## config.mk

```make
export PLATFORM = sky130hd
export DESIGN_NAME = hpslot_regs
export DESIGN_NICKNAME = d
export VERILOG_FILES = /design/src/rtl/hp_pkg.sv /design/src/rtl/hp_sync_edge.sv /design/src/rtl/hp_evt_status.sv /design/src/rtl/hp_ctrl_reg.sv /design/src/rtl/hpslot_regs.sv
export SDC_FILE = /design/constraint.sdc
export NUM_CORES = 1
export LEC_CHECK = 0
export BUFFER_PORTS_ARGS = -buffer_cell sky130_fd_sc_hd__clkbuf_2
export CAP_MARGIN = 20
export CORE_MARGIN = 2
export CORE_UTILIZATION = 39
export DETAILED_ROUTE_END_ITERATION = 7
export GPL_TIMING_DRIVEN = 0
export PLACE_DENSITY = 0.68
export RECOVER_POWER = 100
export REMOVE_ABC_BUFFERS = 1
export SETUP_SLACK_MARGIN = 0.2
export SYNTH_ARGS = -nofsm -noshare
export SYNTH_HDL_FRONTEND = slang
export SYNTH_SLANG_ARGS = --single-unit
export TNS_END_PERCENT = 30
```

## constraint.sdc

```tcl
create_clock -name clk -period 2.2 [get_ports clk]
set_clock_uncertainty 0.05 [all_clocks]
set_input_delay 0.44 -clock clk [delete_from_list [all_inputs] [get_ports clk]]
set_output_delay 0.44 -clock clk [all_outputs]
set_load 0.02 [all_outputs]
```

## src/rtl/hp_pkg.sv

```systemverilog
package hp_pkg;
  localparam int EV_N   = 5;
  localparam int EV_BTN = 0;
  localparam int EV_PFL = 1;
  localparam int EV_MRL = 2;
  localparam int EV_PRS = 3;
  localparam int EV_CMD = 4;
  localparam int CT_W   = 11;
  localparam int ST_W   = 9;

  // sensor lane order inside the synchroniser
  localparam int SN_N   = 4;
  localparam int SN_BTN = 0;
  localparam int SN_PFL = 1;
  localparam int SN_MRL = 2;
  localparam int SN_PRS = 3;

  typedef struct packed {
    logic            pwr;   // bit 10
    logic [1:0]      aind;  // bits 9:8
    logic [1:0]      pind;  // bits 7:6
    logic            glb;   // bit 5
    logic [EV_N-1:0] en;    // bits 4:0
  } ctrl_t;
endpackage

```

## src/rtl/hp_sync_edge.sv

```systemverilog
module hp_sync_edge #(
  parameter int              N      = 4,
  parameter int              STAGES = 2,
  parameter logic [N-1:0]    IDLE   = '0
) (
  input  logic         clk,
  input  logic         rst,
  input  logic [N-1:0] raw_i,
  output logic [N-1:0] lvl_o,
  output logic [N-1:0] rise_o,
  output logic [N-1:0] fall_o
);
  for (genvar i = 0; i < N; i++) begin : g_lane
    logic [STAGES-1:0] chain;
    logic              prev;

    always_ff @(posedge clk) begin
      if (rst) begin
        chain <= {STAGES{IDLE[i]}};
        prev  <= IDLE[i];
      end else begin
        chain[0] <= raw_i[i];
        for (int k = 1; k < STAGES; k++) chain[k] <= chain[k-1];
        prev <= chain[STAGES-1];
      end
    end

    assign lvl_o[i]  = chain[STAGES-1];
    assign rise_o[i] = chain[STAGES-1] & ~prev;
    assign fall_o[i] = ~chain[STAGES-1] & prev;
  end
endmodule

```

## src/rtl/hp_evt_status.sv

```systemverilog
module hp_evt_status #(
  parameter int N = 5
) (
  input  logic         clk,
  input  logic         rst,
  input  logic [N-1:0] set_i,
  input  logic [N-1:0] clr_i,
  output logic [N-1:0] ev_o
);
  logic [N-1:0] ev_q;

  always_ff @(posedge clk) begin
    if (rst) ev_q <= '0;
    else     ev_q <= (ev_q & ~clr_i) | set_i;
  end

  assign ev_o = ev_q;


  evt_sticky_chk: assert property (@(posedge clk) disable iff (rst)
    (($past(ev_q) & ~ev_q & ~$past(clr_i)) == '0));


  evt_set_wins_chk: assert property (@(posedge clk) disable iff (rst)
    ((set_i & ~ev_q) != '0) |=> ((ev_q & $past(set_i)) == $past(set_i)));
endmodule

```

## src/rtl/hp_ctrl_reg.sv

```systemverilog
module hp_ctrl_reg
  import hp_pkg::*;
(
  input  logic            clk,
  input  logic            rst,
  input  logic            wr_i,
  input  logic [CT_W-1:0] wdata_i,
  input  logic            mrl_rise_i,
  input  logic            cmd_done_i,
  output ctrl_t           ctrl_o,
  output logic            ready_o,
  output logic            force_off_o
);
  ctrl_t ctrl_q, wr_val, ctrl_nxt;
  logic  ready_q, force_q, cmd_issue, cut;

  always_comb begin
    wr_val    = ctrl_t'(wdata_i);
    cmd_issue = wr_i && ((wr_val.pwr  != ctrl_q.pwr)  ||
                         (wr_val.aind != ctrl_q.aind) ||
                         (wr_val.pind != ctrl_q.pind));
    cut       = mrl_rise_i && ctrl_q.pwr;
    ctrl_nxt  = wr_i ? wr_val : ctrl_q;
    if (cut) ctrl_nxt.pwr = 1'b0;
  end

  always_ff @(posedge clk) begin
    if (rst) begin
      ctrl_q  <= '0;
      ready_q <= 1'b1;
      force_q <= 1'b0;
    end else begin
      ctrl_q  <= ctrl_nxt;
      force_q <= cut;
      if (cmd_issue)       ready_q <= 1'b0;
      else if (cmd_done_i) ready_q <= 1'b1;
    end
  end

  assign ctrl_o      = ctrl_q;
  assign ready_o     = ready_q;
  assign force_off_o = force_q;


  ready_src_chk: assert property (@(posedge clk) disable iff (rst)
    $rose(ready_q) |-> $past(cmd_done_i));


  pwr_cut_chk: assert property (@(posedge clk) disable iff (rst)
    (mrl_rise_i && ctrl_q.pwr) |=> (!ctrl_q.pwr && force_q));


  force_pulse_chk: assert property (@(posedge clk) disable iff (rst)
    force_q |=> !force_q);
endmodule

```

## src/rtl/hpslot_regs.sv

```systemverilog
module hpslot_regs
  import hp_pkg::*;
#(
  parameter int SYNC_STAGES = 2,
  parameter int ADDR_W      = 2,
  parameter int DATA_W      = 16
) (
  input  logic              clk,
  input  logic              rst,
  input  logic              btn_i,
  input  logic              pfault_i,
  input  logic              mrl_open_i,
  input  logic              prsnt_n_i,
  input  logic              cmd_done_i,
  input  logic              wr_en,
  input  logic              rd_en,
  input  logic [ADDR_W-1:0] addr,
  input  logic [DATA_W-1:0] wdata,
  output logic [DATA_W-1:0] rdata,
  output logic              irq,
  output logic              slot_pwr_en,
  output logic              pwr_force_off,
  output logic [1:0]        pwr_ind,
  output logic [1:0]        attn_ind
);
  localparam logic [ADDR_W-1:0] A_CTRL = ADDR_W'(0);
  localparam logic [ADDR_W-1:0] A_STAT = ADDR_W'(1);
  localparam logic [SN_N-1:0]   SN_IDLE = SN_N'(1) << SN_PRS;

  logic [SN_N-1:0] raw, lvl, rise, fall;
  logic [EV_N-1:0] ev_set, ev_clr, ev;
  ctrl_t           ctrl;
  logic            ready;
  logic [ST_W-1:0] stat;
  logic [DATA_W-1:0] rdata_q;
  logic            irq_q;

  assign raw = {prsnt_n_i, mrl_open_i, pfault_i, btn_i};

  hp_sync_edge #(.N(SN_N), .STAGES(SYNC_STAGES), .IDLE(SN_IDLE)) u_sync (
    .clk(clk), .rst(rst), .raw_i(raw),
    .lvl_o(lvl), .rise_o(rise), .fall_o(fall)
  );

  always_comb begin
    ev_set         = '0;
    ev_set[EV_BTN] = rise[SN_BTN];
    ev_set[EV_PFL] = rise[SN_PFL];
    ev_set[EV_MRL] = rise[SN_MRL] | fall[SN_MRL];
    ev_set[EV_PRS] = rise[SN_PRS] | fall[SN_PRS];
    ev_set[EV_CMD] = cmd_done_i;
    ev_clr = (wr_en && addr == A_STAT) ? wdata[EV_N-1:0] : '0;
  end

  hp_evt_status #(.N(EV_N)) u_evt (
    .clk(clk), .rst(rst), .set_i(ev_set), .clr_i(ev_clr), .ev_o(ev)
  );

  hp_ctrl_reg u_ctrl (
    .clk(clk), .rst(rst),
    .wr_i(wr_en && addr == A_CTRL),
    .wdata_i(wdata[CT_W-1:0]),
    .mrl_rise_i(rise[SN_MRL]),
    .cmd_done_i(cmd_done_i),
    .ctrl_o(ctrl), .ready_o(ready), .force_off_o(pwr_force_off)
  );

  assign stat = {ctrl.pwr, ready, ~lvl[SN_PRS], lvl[SN_MRL], ev};

  always_ff @(posedge clk) begin
    if (rst) begin
      rdata_q <= '0;
      irq_q   <= 1'b0;
    end else begin
      irq_q <= ctrl.glb & |(ev & ctrl.en);
      if (rd_en) begin
        case (addr)
          A_CTRL:  rdata_q <= DATA_W'(ctrl);
          A_STAT:  rdata_q <= DATA_W'(stat);
          default: rdata_q <= '0;
        endcase
      end
    end
  end

  assign rdata       = rdata_q;
  assign irq         = irq_q;
  assign slot_pwr_en = ctrl.pwr;
  assign pwr_ind     = ctrl.pind;
  assign attn_ind    = ctrl.aind;


  irq_gate_chk: assert property (@(posedge clk) disable iff (rst)
    irq_q |-> ($past(ctrl.glb) && ($past(ev & ctrl.en) != '0)));


  mrl_evt_chk: assert property (@(posedge clk) disable iff (rst)
    (lvl[SN_MRL] != $past(lvl[SN_MRL])) |=> ev[EV_MRL]);


  rdata_hold_chk: assert property (@(posedge clk) disable iff (rst)
    !$past(rd_en) |-> $stable(rdata_q));
endmodule

```

==> results of run 1 <==
==> cell usage in the layout, fill, tap and decap left out, types with 2 or more instances in the layout <==
| cell | instances |
|---|---|
| nor2b_1 | 20 |
| dfxtp_1 | 42 |
| o21ai_0 | 5 |
| a21oi_1 | 25 |
| xnor2_1 | 3 |
| clkbuf_2 | 20 |
| xor2_1 | 3 |
| inv_1 | 7 |
| nand2_1 | 24 |
| conb_1 | 5 |
| nor2_1 | 12 |
| clkbuf_8 | 6 |
| nand2b_1 | 4 |
| or2_2 | 4 |
| clkbuf_1 | 20 |
| a31oi_1 | 2 |
| mux2_2 | 8 |
==> layout make-up <==
cell class | count | share of cell area
tap | 50 | 0.03243
multi-input combinational | 126 | 0.3781
sequential | 42 | 0.4358
clock inverter | 1 | 0.002594
timing repair buffer | 40 | 0.09274
clock buffer | 7 | 0.04475
inverter | 7 | 0.01362
==> power by group through the flow <==
stage | Sequential [mW] | Clock, mW | Combinational (mW)
2_1_floorplan | 0.823 | 0 | 0.0634
3_3_place_gp | 0.818 | 0 | 0.129
3_5_place_dp | 0.818 | 0 | 0.131
4_1_cts | 0.800 | 0.514 | 0.132
5_1_grt | 0.804 | 0.541 | 0.143
6_report | 0.800 | 0.499 | 0.129
==> layer usage <==
layer,wire [um],share of wire,track usage
met3,200,0.061,0.03896
met1,1580,0.48,0.1775
met2,1454,0.44,0.2201
met4,31,0.0095,0.05769
met5,0,0,0
==> registers in the layout, indices dropped and copies added, names as in the netlist <==
signal / cells
irq: 1
rdata: 11
u_ctrl.ctrl_o: 11
u_ctrl.force_off_o: 1
u_ctrl.ready_o: 1
u_evt.ev_o: 5
u_sync.g_lane.chain: 8
u_sync.g_lane.prev: 4
==> worst paths after layout <==
path	endpoint	slack [ns]	depth (start not counted)
setup / recovery	irq	0.35	3
hold / removal	u_sync.g_lane[3].chain[0]	0.28	2
setup reg to reg	rdata[8]	1.16	3
hold reg to reg	u_sync.g_lane[3].chain[1]	0.36	1
==> per-stage QoR <==
step | setup TNS (ns) | util
floorplan | 0 | -
global placement | -0.8377 | 0.4538
detailed placement | 0 | 0.4556
CTS | 0 | 0.4780
global route | 0 | 0.4721
finish | 0 | 0.4721
==> cells by family after synthesis <==
| logic type | Yosys count | synth area share |
|---|---|---|
| muxes | 8 | 0.05310 |
| adders and majority gates | 1 | 0.007373 |
| DFF | 42 | 0.4956 |
| xor gates and xnor gates | 6 | 0.03098 |
| AOI/OAI and AO/OA | 38 | 0.1261 |
| and+or+nand+nor | 68 | 0.2013 |
| buffers and inverters | 25 | 0.08334 |
| other | 1 | 0.002210 |
==> critical path, cell delays in order <==
cell and delay [ns]:
clkbuf_1 1.23, nand2b_1 0.23, a21oi_1 0.05
==> reports/qor.yml, run 1 <==
run_status: "complete, but fails checks"
failing_checks: "capacitance limit, slew limit"
numCtsBuffers: 5
routed_via_density: 4.777
startpoint_types: "primary input"
grt_overflow_total: 0
post-synth-top-area-cell: "dfxtp_1"
ir_drop_mv: 0.3705
syn-cell-area_um2: 1697
power.share.switching: 0.2364
hold_path.class: "primary input to flop"
globalRouteTotalUtil: 0.1390
unrepaired_setup_endpoints_after_global_routing: "no"
synth_top_flop_cell: "dfxtp_1"
clock_tree.root_cell: "clkbuf_8"
ys_top_cells_by_count: "dfxtp_1 (42), a21oi_1 (25), nand2_1 (24)"
wl_per_cell_um: 11.97
finalCriticalPeriod_ns: 1.848
postSynthCellCount: 189
postSynth.asyncResetShare: 0
hold_path_startpoint: "prsnt_n_i"
grt_antenna_before_repair: 0
timing_hold_violations_final: 0
detail_route.drc_violations: 0
via_count: 1304
post_layout_nonfiller_instances: 273
final.period_utilization: 0.8399
worstSkewPairLatency_ns: 0.29
place.gp.congestion: 0.7626
post-cts-setup-buffer-count: 0
hold-worst-slack_ns: 0.2797
placedInstanceArea_um2: 1862
synthTopCellsByArea: "dfxtp_1 (50%), a21oi_1 (7.4%), nor2b_1 (7.4%)"
final_non_filler_cell_area_um2: 1929
cellLeakagePower_nw: 0.7693
synthesis.yosys.warnings: 0
synth.most_common_cell: "dfxtp_1"
fraction_of_layout_cells_with_a_size_suffix_above_1: 0.1883
clkPwrFrac: 0.349
cts.sinks: 42
numPortBuffers: 39
setup-violations-final: 0
setup_ws_ns: 0.3523
tritoncts_clock_tree: "yes"
ff_latch_count_synth: 42
cp_data_required_time_ns: 2.32
dpl.cell_count: 265
hpwl_um: 2226
final_nets: 250
drtAntennaViolNets: 0
fillCellCount: 415
via_count_of_the_first_global_routing_pass: 1191
worst_r2r_startpoint: "u_ctrl.ctrl_o[10]"
start_util: 0.4152
power.density_cell_area_nw_per_um2: 740.4
die_area_um2: 4894
slew_headroom: -0.1654
critical_path.startpoint: "rst"
post_cts_resized: 0
pin_count_of_the_biggest_net_entering_global_routing: 43
syn_area_per_cell_um2: 8.977
multi_input_gate_area_in_the_final_layout_um2: 729.5
timing_worst_slew_pin_value_ns: 1.748
maxCapViolations: 1
cts_hold_repair.buffers: 0
ff_latch_area_um2: 840.8
synth_edf_count: 0
synth.yosys.seq_area_share: 0.4956
row_count: 23
endpoint_class_of_the_critical_path: "flop"
internal_portion_of_total_power_mw: 1.091
die_width_um: 69.96
critical_path.max_fanout: 42
cts_h_tree_lvls: 2
dr.first_iter.drc_count: 59
top_level_ports: 50
areaGrowthSynthToFinish_pct: 13.72
synth_top_area_share: 0.4956
drt_pass1_iterations: 5
clk_pin_slew_ns: 0.08
die_h_um: 69.96
num_antenna_cells: 0
dp_slack_ns: 0.2125
cts.path.max_buffers: 2
critical_path_class: "primary input to flop"
post_synth_num_cell_types: 29
fin_total_pwr_mw: 1.428
cp_data_arrival_time_ns: 1.97
coreArea_um2: 4086
route.final.wire_length_um: 3268
power_frac_seq: 0.560
combPwrFrac: 0.090
fmaxAchievable_ghz: 0.5412
wire_length_of_the_first_global_routing_pass_um: 5457
final_max_slew_viol_count: 43
total_switching_power_mw: 0.3376
No activity file was read; power rests on OpenSTA's default activity.
==> run 2, diff against run 1 <==
--- a/config.mk
+++ b/config.mk
@@ -5,6 +5,7 @@
 export SDC_FILE = /design/constraint.sdc
 export NUM_CORES = 1
 export LEC_CHECK = 0
+export ABC_AREA = 1
 export BUFFER_PORTS_ARGS = -buffer_cell sky130_fd_sc_hd__clkbuf_2
 export CAP_MARGIN = 20
 export CORE_MARGIN = 2
==> constraint.sdc (replaced) <==
create_clock -name clk -period 1.95 [get_ports clk]
set_clock_uncertainty 0.05 [all_clocks]
set_input_delay 0.39 -clock clk [delete_from_list [all_inputs] [get_ports clk]]
set_output_delay 0.39 -clock clk [all_outputs]
set_load 0.02 [all_outputs]
==> run 2 against run 1 <==
Effect of this change:
- the flow now finishes without violations
- setup slack improved by 0.0042 ns
- design area rose by 3.0%
- core utilization fell by 1.3 points
- first-iteration DRC count fell by 20%
- sequential power up 15%
- sequential share of layout area shrank 1.3 points
- via count grew 11%
- synthesized cell count increased by 22%
- critical endpoint is now u_ctrl.ready_o
- largest cell class unchanged
==> reports/qor.yml, run 2 <==
via_count_of_the_first_global_routing_pass: 1246  # +4.6%
cts.sinks: 42  # unchanged
clk_pin_slew_ns: 0.08  # about the same
grt_overflow_total: 0  # unchanged
critical_path_class: "primary input to flop"
worstSkewPairLatency_ns: 0.29  # about the same
fin_tns_setup_ns: 0  # unchanged
synth_xor_area_frac: 0.01003  # -0.02094
maxCapViolations: 0  # -1
post_cts_resized: 0  # unchanged
layout.cells.most_common: "dfxtp_1"
cp_data_arrival_time_ns: 1.71  # -0.26 ns
post-cts-setup-buffer-count: 0  # unchanged
postSynth.asyncResetShare: 0  # unchanged
synthesis.yosys.warnings: 0  # unchanged
slew_headroom: 0.5135  # +0.6789
numCtsBuffers: 5  # unchanged
synth.most_common_cell: "dfxtp_1"
finalCriticalPeriod_ns: 1.594
cellLeakagePower_nw: 0.9320  # +21%
yosys.area_share.simple: 0.2056  # +0.004260
pin_count_of_the_biggest_net_entering_global_routing: 27  # -37%
die_width_um: 70.92  # +1.4%
startpoint_types: "primary input"
route.final.wire_length_um: 3407  # +4.3%
grt_use_met1: 0.2080  # +0.03052
use_met2: 0.2108  # -0.009306
fmaxAchievable_ghz: 0.6275
globalRouteTotalUtil: 0.1473  # +0.008297
die_area_um2: 5030  # +2.8%
syn_area_per_cell_um2: 7.561  # -16%
synth.mux.area_fraction: 0  # -0.05310
worst-r2r-setup-slack_ns: 0.92  # -0.24 ns
routed_via_density: 4.545  # -4.8%
cp_data_required_time_ns: 2.07  # -0.25 ns
critical_path.max_fanout: 19  # -55%
clkPwrFrac: 0.379  # +0.030
hold_path.class: "primary input to flop"
fin_total_pwr_mw: 1.786  # +25%
tritoncts_clock_tree: "yes"
post_synth_num_cell_types: 22  # -24%
timing_hold_violations_final: 0  # unchanged
wl_per_cell_um: 10.68  # -11%
syn-cell-area_um2: 1747  # +2.9%
global_route.peak_usage_layer: "met2"
unrepaired_setup_endpoints_after_global_routing: "no"
final.period_utilization: 0.8172
via_count: 1450  # +11%
postSynthCellCount: 231  # +22%
drt_pass1_iterations: 4  # -1
total_switching_power_mw: 0.4418  # +31%
drtAntennaViolNets: 0  # unchanged
areaGrowthSynthToFinish_pct: 13.75  # about the same
synth.yosys.seq_area_share: 0.4814  # -0.01420
internal_portion_of_total_power_mw: 1.345  # +23%
hpwl_um: 2418  # +8.6%
synthTopCellsByArea: "dfxtp_1 (48%), inv_1 (8.4%), nor2_1 (8.0%)"
row_count: 24  # +4.3%
power.share.switching: 0.2473  # +0.01097
detail_route.drc_violations: 0  # unchanged
final_nets: 294  # +18%
fillCellCount: 473  # +14%
synth_top_flop_cell: "dfxtp_1"
run_status: "finished, final reports clean"
dr.first_iter.drc_count: 47  # -20%
timing_worst_slew_pin_value_ns: 0.7297  # -1.018 ns
place.gp.congestion: 0.7551  # -0.98%
post_layout_nonfiller_instances: 319  # +17%
clock_tree.root_cell: "clkbuf_8"
grt.met3_usage: 0.04986  # +0.01090
ir_drop_mv: 0.4976  # +34%
ff_latch_count_synth: 42  # unchanged
setup-violations-final: 0  # unchanged
grt_antenna_before_repair: 0  # unchanged
wire_length_of_the_first_global_routing_pass_um: 5789  # +6.1%
cts_h_tree_lvls: 2  # unchanged
synth_top_family_by_area: "simple AND/OR/NAND/NOR gates"
cts_hold_repair.buffers: 0  # unchanged
numPortBuffers: 39  # unchanged
post-synth-top-area-cell: "dfxtp_1"
ys_top_cells_by_count: "dfxtp_1 (42), inv_1 (39), nor2_1 (37)"
final_max_slew_viol_count: 0  # -100%
synth_edf_count: 0  # unchanged
cts.path.max_buffers: 2  # unchanged
num_antenna_cells: 0  # unchanged
endpoint_class_of_the_critical_path: "flop"
synth_top_area_share: 0.4814  # -0.01420
top_level_ports: 50  # unchanged
fraction_of_layout_cells_with_a_size_suffix_above_1: 0.1311  # -0.05725
synth_fa_ha_area_frac: 0.007163  # -0.0002113
die_h_um: 70.92  # +1.4%
dpl.cell_count: 311  # +17%
start_util: 0.4039  # -0.01125
synth-compound-area-share: 0.1483  # +0.02217
power_frac_seq: 0.515  # -0.045
coreArea_um2: 4324  # +5.8%
mostFrequentLayoutCells: "dfxtp_1 (42), inv_1 (40), nor2_1 (39)"
combPwrFrac: 0.107  # +0.017
power.density_cell_area_nw_per_um2: 899.1  # +21%
## run 2: area by class of cell
type / instances / area, um2 / area share
clock buffer: 6 / 72.57 / 0.03652
clock inverter: 2 / 37.54 / 0.01889
inverter: 40 / 150.1 / 0.07557
multi-input combinational: 138 / 651.9 / 0.3281
sequential: 42 / 840.8 / 0.4232
tap: 52 / 65.06 / 0.03275
timing repair buffer: 39 / 168.9 / 0.08501
## run 2: per-stage QoR
stage	utilization	setup slack, ns	hold slack (ns)	cell area [um2]
global placement	0.4436	0.1396	0.3391	1918
global route	0.4595	0.2123	0.2242	1987
detailed placement	0.4436	0.1223	0.3445	1918
floorplan	-	0.8003	0.3383	1658
finish	0.4595	0.3564	0.2250	1987
CTS	0.4690	0.4425	0.2176	2028
## run 2: power by group through the flow
stage	logic, mW	clock network, mW	registers [mW]
floorplan	0.102	0	0.957
global placement	0.199	0	0.939
detailed placement	0.202	0	0.939
CTS	0.202	0.697	0.919
global route	0.218	0.739	0.924
finish	0.191	0.676	0.919
## run 2: cells by family after synthesis
group,count (synthesis)
other cells,1
buf+inv,55
simple gates,85
compound gates,45
fa+ha+maj,1
flops,42
xor+xnor,2
## run 2: worst paths after layout
kind / from / to / depth (start not counted)
max reg2reg: u_ctrl.ctrl_o[10] / u_ctrl.ready_o / 7
min: prsnt_n_i / u_sync.g_lane[3].chain[0] / 2
min reg2reg: u_sync.g_lane[2].chain[0] / u_sync.g_lane[2].chain[1] / 2
max: addr[1] / u_ctrl.ready_o / 7
## run 2: metal layers
layer | share of wire | up-vias | wire, um
li1 | - | 770 | -
met3 | 0.079 | 5 | 268
met2 | 0.41 | 49 | 1412
met1 | 0.50 | 626 | 1690
met4 | 0.011 | 0 | 36
met5 | 0 | - | 0
## run 2: worst max-delay path, stage by stage
cell and delay (ns):
clkbuf_1 0.09, nor2_1 0.53, nand2_4 0.28, inv_1 0.24, nand2_1 0.07, nand2_1 0.06
nand2_1 0.04
